<file path="src/rtl/rx_ring_engine.sv">
module rx_ring_engine #(
  parameter int CNT_W   = 16,
  parameter int MAX_LEN = 2044,
  parameter int MIN_LEN = 64
) (
  input  logic             clk,
  input  logic             rst_n,
  input  logic             reg_we,
  input  logic [2:0]       reg_sel,
  input  logic [31:0]      reg_wdata,
  input  logic             in_valid,
  input  logic [7:0]       in_byte,
  input  logic             in_last,
  input  logic             in_crc_err,
  input  logic             in_frm_err,
  output logic             in_ready,
  output logic             mem_rd,
  output logic             mem_we,
  output logic [31:0]      mem_addr,
  output logic [31:0]      mem_wdata,
  input  logic [31:0]      mem_rdata,
  output logic [31:0]      desc_cur,
  output logic [31:0]      stat_cur,
  output logic [CNT_W-1:0] desc_avail,
  output logic [CNT_W-1:0] stat_avail,
  output logic             irq
);
  localparam logic [15:0] MAXL = 16'(MAX_LEN);
  localparam logic [15:0] MINL = 16'(MIN_LEN);

  typedef enum logic [2:0] {IDLE, D0, D1, RECV, DROP, ST0, ST1} st_t;
  st_t st;

  logic [31:0] desc_base, stat_base, buf_addr, acc;
  logic [15:0] desc_len, stat_len, buf_len, bcnt;
  logic [14:0] buf_idx;
  logic        crc_f, frm_f, ovr_pend;

  logic        take, word_we, runt, over, good, post;
  logic [1:0]  lane;
  logic [15:0] cap;
  logic [31:0] ins, w0, w1, d_next, s_next;

  assign in_ready = (st == RECV) || (st == DROP);
  assign take     = in_valid && in_ready;
  assign lane     = bcnt[1:0];
  assign cap      = (buf_len < MAXL) ? buf_len : MAXL;
  assign ins      = (bcnt < cap) ? ({24'b0, in_byte} << {lane, 3'b000}) : 32'b0;
  assign word_we  = (st == RECV) && take && (lane == 2'd3 || in_last) && ({bcnt[15:2], 2'b00} < cap);
  assign runt     = bcnt < MINL;
  assign over     = bcnt > cap;
  assign good     = !(crc_f || frm_f || runt || over);
  assign post     = (st == ST1);
  assign w0 = {1'b1, good, 2'b11, 7'b0, ovr_pend, frm_f, runt, 1'b0, crc_f, 1'b1, 15'b0};
  assign w1 = {1'b1, buf_idx, bcnt};
  assign d_next = (desc_cur + 32'd8 >= desc_base + {16'b0, desc_len}) ? desc_base : desc_cur + 32'd8;
  assign s_next = (stat_cur + 32'd8 >= stat_base + {16'b0, stat_len}) ? stat_base : stat_cur + 32'd8;

  assign mem_rd    = (st == D0) || (st == D1);
  assign mem_we    = word_we || (st == ST0) || (st == ST1);
  assign mem_wdata = (st == ST0) ? w0 : (st == ST1) ? w1 : (acc | ins);

  always_comb begin
    case (st)
      D0:      mem_addr = desc_cur;
      D1:      mem_addr = desc_cur + 32'd4;
      ST0:     mem_addr = stat_cur;
      ST1:     mem_addr = stat_cur + 32'd4;
      default: mem_addr = buf_addr + {16'b0, bcnt[15:2], 2'b00};
    endcase
  end

  always_ff @(posedge clk or negedge rst_n) begin
    if (!rst_n) begin
      st <= IDLE; buf_addr <= '0; buf_idx <= '0; buf_len <= '0; bcnt <= '0; acc <= '0;
      crc_f <= 1'b0; frm_f <= 1'b0; ovr_pend <= 1'b0;
    end else begin
      case (st)
        IDLE: begin
          bcnt <= '0; acc <= '0;
          if (in_valid) st <= (desc_avail != 0 && stat_avail != 0) ? D0 : DROP;
        end
        D0: begin buf_addr <= mem_rdata; st <= D1; end
        D1: begin buf_idx <= mem_rdata[30:16]; buf_len <= mem_rdata[15:0]; st <= RECV; end
        RECV: if (take) begin
          bcnt <= bcnt + 16'd1;
          acc  <= (lane == 2'd3) ? 32'b0 : (acc | ins);
          if (in_last) begin crc_f <= in_crc_err; frm_f <= in_frm_err; st <= ST0; end
        end
        DROP: if (take && in_last) begin ovr_pend <= 1'b1; st <= IDLE; end
        ST0: st <= ST1;
        default: begin ovr_pend <= 1'b0; st <= IDLE; end
      endcase
    end
  end

  always_ff @(posedge clk or negedge rst_n) begin
    if (!rst_n) begin
      desc_base <= '0; stat_base <= '0; desc_len <= '0; stat_len <= '0;
      desc_cur <= '0; stat_cur <= '0; desc_avail <= '0; stat_avail <= '0; irq <= 1'b0;
    end else begin
      desc_avail <= desc_avail + ((reg_we && reg_sel == 3'd4) ? reg_wdata[CNT_W-1:0] : '0) - CNT_W'(post);
      stat_avail <= stat_avail + ((reg_we && reg_sel == 3'd5) ? reg_wdata[CNT_W-1:0] : '0) - CNT_W'(post);
      if (post) begin desc_cur <= d_next; stat_cur <= s_next; end
      if (reg_we && reg_sel == 3'd6 && reg_wdata[2]) irq <= 1'b0;
      if (post) irq <= 1'b1;
      if (reg_we) begin
        case (reg_sel)
          3'd0: begin desc_base <= reg_wdata; desc_cur <= reg_wdata; end
          3'd1: desc_len <= reg_wdata[15:0];
          3'd2: begin stat_base <= reg_wdata; stat_cur <= reg_wdata; end
          3'd3: stat_len <= reg_wdata[15:0];
          default: ;
        endcase
      end
    end
  end

  AST_RECV_HAS_SLOTS: assert property (@(posedge clk) disable iff (!rst_n)
    (st == RECV) |-> (desc_avail != 0 && stat_avail != 0));
  AST_STATUS_AFTER_LAST: assert property (@(posedge clk) disable iff (!rst_n)
    (st == ST0) |-> $past(st == RECV && in_valid && in_last));
  AST_IRQ_ON_POST: assert property (@(posedge clk) disable iff (!rst_n)
    $rose(irq) |-> $past(st == ST1));
  AST_DROP_QUIET: assert property (@(posedge clk) disable iff (!rst_n)
    (st == DROP) |-> (!mem_we && !mem_rd));
  AST_DATA_IN_LIMIT: assert property (@(posedge clk) disable iff (!rst_n)
    (st == RECV && mem_we) |-> ((mem_addr - buf_addr) < {16'b0, MAXL}));
endmodule

</file>
<file path="config.mk">
export PLATFORM = sky130hd
export DESIGN_NAME = rx_ring_engine
export DESIGN_NICKNAME = d
export VERILOG_FILES = /design/src/rtl/rx_ring_engine.sv
export SDC_FILE = /design/constraint.sdc
export NUM_CORES = 1
export LEC_CHECK = 0
export ABC_CLOCK_PERIOD_IN_PS = 4600
export BUFFER_PORTS_ARGS = -buffer_cell sky130_fd_sc_hd__buf_2
export CORE_MARGIN = 2
export CORE_UTILIZATION = 40
export DETAILED_ROUTE_END_ITERATION = 8
export PLACE_DENSITY = 0.69
export REMOVE_ABC_BUFFERS = 1
export SLEW_MARGIN = 30
export SYNTH_ARGS = -nofsm -noshare
export SYNTH_HDL_FRONTEND = slang
export SYNTH_SLANG_ARGS = --single-unit
</file>
<file path="constraint.sdc">
create_clock -name clk -period 4.6 [get_ports clk]
set_input_delay 1.15 -clock clk [delete_from_list [all_inputs] [get_ports clk]]
set_output_delay 1.15 -clock clk [all_outputs]
set_load 0.05 [all_outputs]
</file>
==> results.txt <==
----------------------------------------------------
[Timing]
  Crit path time final ... 4.794 ns
  Unrepaired setup endpoints after global routing ... true
  Max-slew headroom at the worst pin ... 31.44%
  Slew at the pin closest to its max-slew limit ... 1.028 ns
  Final number of max-transition violations ... 0
  Final hold slack ... 0.5007 ns
  Worst Skew ... 0.02202 ns
  Final Hold Vio Count ... 0
  Slack of the critical path ... -0.1937 ns
  Timing-limited maximum frequency ... 0.2086 GHz
  Total setup violations reported at the end of the flow ... 31
  Fin crit share ... 104.2%

[Job]
  Max-capacitance violation count ... 0

[Global route]
  Largest net degree at the start of global routing ... 78
  Via count of the first global-routing pass ... 21950
  Number of antenna violations at the first check in global routing ... 4
  Global-route usage over all layers ... 26.68%
  Overflow after GRT ... 0
  First-pass GRT wire length ... 127.2 mm

[Synthesis]
  Post-synthesis cell area ... 0.02375 mm^2
  Count of state elements after synthesis ... 310
  Sequential share of the synthesized area ... 32.66%
  Distinct cell type count of the synthesized netlist ... 106
  Count of flip-flops with a built-in enable after synthesis ... 0
  Syn avg cell area ... 8.591 um^2
  Post-Syn Instances ... 2765
  Most common flop cell mapped by yosys ... sky130_fd_sc_hd__dfrtp_1
  Yosys warnings ... 0
  FFs w/ async S/R, synth ... 100.0%

[Outcome]
  Outcome ... finished with violations
  Violated checks ... setup timing

[Drt]
  Remaining antenna violation count ... 0
  Routed wirelength normalized by instance count ... 21.59 um
  Total wire length ... 85.21 mm
  DRC violation count after routing ... 0
  Initial detailed-routing violation count ... 2001
  Detail-routed via count per cell ... 5.826
  Total number of vias ... 23000
  1st-pass router iterations ... 6

[Clocking]
  Count of hold buffers inserted by post-cts repair ... 0
  Bufs on Longest Clock Path ... 3
  CTS sink cnt ... 310
  Clk Tree Root Cell ... sky130_fd_sc_hd__clkbuf_16
  Clock slew seen by the registers of the worst setup and hold paths ... 0.06 ns
  Number of levels in the clock H-tree ... 2
  Clock tree from TritonCTS ... built
  Worst skew pair latency ... 0.57 ns
  Total clock buffers created by CTS ... 40

[Cells and area]
  Layout cells sized above 1 ... 29.02%
  Most common library cell in the layout ignoring fill and taps ... sky130_fd_sc_hd__nand2_1
  Number of standard cells in the layout, taps in and fillers out ... 3947
  Cell area after layout ... 0.03036 mm^2
  Commonest cells after routing, fill and taps aside ... sky130_fd_sc_hd__nand2_1, sky130_fd_sc_hd__dfrtp_1, sky130_fd_sc_hd__buf_4
  Net count, final ... 3426
  Diode count ... 0
  Layout overhead on the synthesized area ... 27.81%

[Worst setup path]
  Category of the most critical setup path ... flop to primary output
  CP Launch Point ... buf_len[14]
  Required time reported for the critical path endpoint ... 3.45 ns
  Worst r2r src ... stat_base[0]
  Endpoint kind of the worst setup timing path ... primary output
  Critical path arrival ... 3.64 ns
  Worst-path fanout max ... 6
  Element type at the critical path start ... flop

[Min path]
  Worst Min Path Start ... acc[18]
  Type of the tightest min-delay check ... flop to flop

[Placed design]
  IO Port Bufs ... 245
  Post-detailed-placement half-perimeter wirelength ... 61.71 mm
  Routability Congestion ... 0.9644
  Instance area at placement ... 0.02671 mm^2
  Total placed cells including tap cells ... 3803

[Floorplanning]
  Height of the chip ... 247.7 um
  Row count ... 89
  IO Pins ... 246
  Initial core utilization ... 40.32%
  Core area ... 0.05891 mm^2
  Chip Width ... 247.7 um
  Die Area ... 0.06135 mm^2

[Power and ir drop]
  Total power ... 25.74 mW
  Power Dens Cells ... 847.9 mW/mm^2
  Static leakage ... 13.68 nW
  Worst VDD drop ... 1.043 mV

----------------------------------------------------
[logic make-up after synthesis]
group	synth area share, %
other cells	0.01579
mux	7.764
simple gates	19.55
compound gates	16.98
buf+inv	4.883
xor+xnor	7.516
fa+ha+maj	10.64
flops	32.66
[worst max-delay path, cell delays in order, from the launching register on]
cell and delay, ns:
sky130_fd_sc_hd__dfrtp_1 0.39, sky130_fd_sc_hd__nor3_2 0.23, sky130_fd_sc_hd__nand2_2 0.12, sky130_fd_sc_hd__buf_4 0.16, sky130_fd_sc_hd__buf_4 0.13, sky130_fd_sc_hd__nor2_1 0.12, sky130_fd_sc_hd__ha_1 0.29, sky130_fd_sc_hd__a21oi_1 0.26
sky130_fd_sc_hd__a21oi_2 0.09, sky130_fd_sc_hd__o21ai_2 0.21, sky130_fd_sc_hd__buf_4 0.17, sky130_fd_sc_hd__and4_4 0.29, sky130_fd_sc_hd__buf_4 0.14, sky130_fd_sc_hd__a21oi_4 0.04, sky130_fd_sc_hd__a21oi_2 0.21, sky130_fd_sc_hd__buf_6 0.19
[sequential cells by signal, indices dropped and copies added, names as in the netlist]
signal / cells
buf_idx: 15
stat_base: 32
desc_avail: 16
crc_f: 1
desc_cur: 32
stat_cur: 32
buf_len: 16
st: 3
desc_base: 32
buf_addr: 32
ovr_pend: 1
stat_avail: 16
stat_len: 16
frm_f: 1
desc_len: 16
acc: 32
irq: 1
bcnt: 16
[layout make-up]
| class | count | area [um^2] |
|---|---|---|
| Timing Repair Buffer | 481 | 3583 |
| Multi-Input combinational cell | 2171 | 16210 |
| Fill cell | 5355 | 28550 |
| Sequential cell | 310 | 7764 |
| Clock inverter | 18 | 183.9 |
| Tap cell | 773 | 967.2 |
| Inverter | 141 | 534.3 |
| Clock buffer | 53 | 1121 |
[report_power, final]
part / switching (mW) / total (mW) / internal, mW / leakage, nW
logic: 11.0 / 17.6 / 6.63 / 9.25
clock network: 1.35 / 3.20 / 1.85 / 0.628
registers: 1.21 / 4.96 / 3.75 / 3.80
total: 13.5 / 25.7 / 12.2 / 13.7
[layer usage]
metal	wire [um]	GRT usage, %	vias up
li1	-	-	10620
met2	38190	41.80	1020
met4	3638	10.71	8
met5	49	0	-
met1	35790	35.79	11150
met3	7550	5.753	200
[metrics by stage]
step | worst slack (ns) | setup TNS, ns | util, %
2_1_floorplan | -2.027 | -96.52 | -
3_3_place_gp | -0.3959 | -11.70 | 45.35
3_5_place_dp | -0.4609 | -14.15 | 45.35
4_1_cts | -0.09127 | -1.027 | 48.82
5_1_grt | -0.3613 | -14.61 | 51.54
6_report | -0.1937 | -3.258 | 51.54
[Yosys cell counts (42+ instances only)]
library cell / instances / area (um^2)
sky130_fd_sc_hd__o21ai_0: 127 / 635.6
sky130_fd_sc_hd__nor3_1: 68 / 340.3
sky130_fd_sc_hd__mux2i_1: 59 / 590.6
sky130_fd_sc_hd__xnor2_1: 110 / 963.4
sky130_fd_sc_hd__nand4_1: 45 / 281.5
sky130_fd_sc_hd__xor2_1: 92 / 805.8
sky130_fd_sc_hd__clkbuf_1: 91 / 341.6
sky130_fd_sc_hd__nor2_1: 197 / 739.5
sky130_fd_sc_hd__dfrtp_1: 310 / 7757
sky130_fd_sc_hd__a21oi_1: 179 / 895.9
sky130_fd_sc_hd__ha_1: 194 / 2427
sky130_fd_sc_hd__nand3_1: 81 / 405.4
sky130_fd_sc_hd__a211oi_1: 42 / 315.3
sky130_fd_sc_hd__nand2_1: 391 / 1468
sky130_fd_sc_hd__inv_1: 139 / 521.8
sky130_fd_sc_hd__mux2_2: 110 / 1239
[repair_timing]
item,CTS,global route
gates resized for setup,155,256
setup buffers,19,52
setup endpoints to repair,118,118
cloned,1,3
pin swaps,64,133
[final timing paths]
path / to / slack, ns / cells past startpoint
max reg2reg: stat_cur[3] / 0.01 / 24
min: acc[18] / 0.50 / 2
min in group asynchronous: acc[13] / 0.54 / 1
min reg2reg: acc[18] / 0.50 / 2
max: mem_wdata[6] / -0.19 / 15
max in group asynchronous: desc_cur[14] / 3.02 / 2
(Power assumes the default switching activity.)
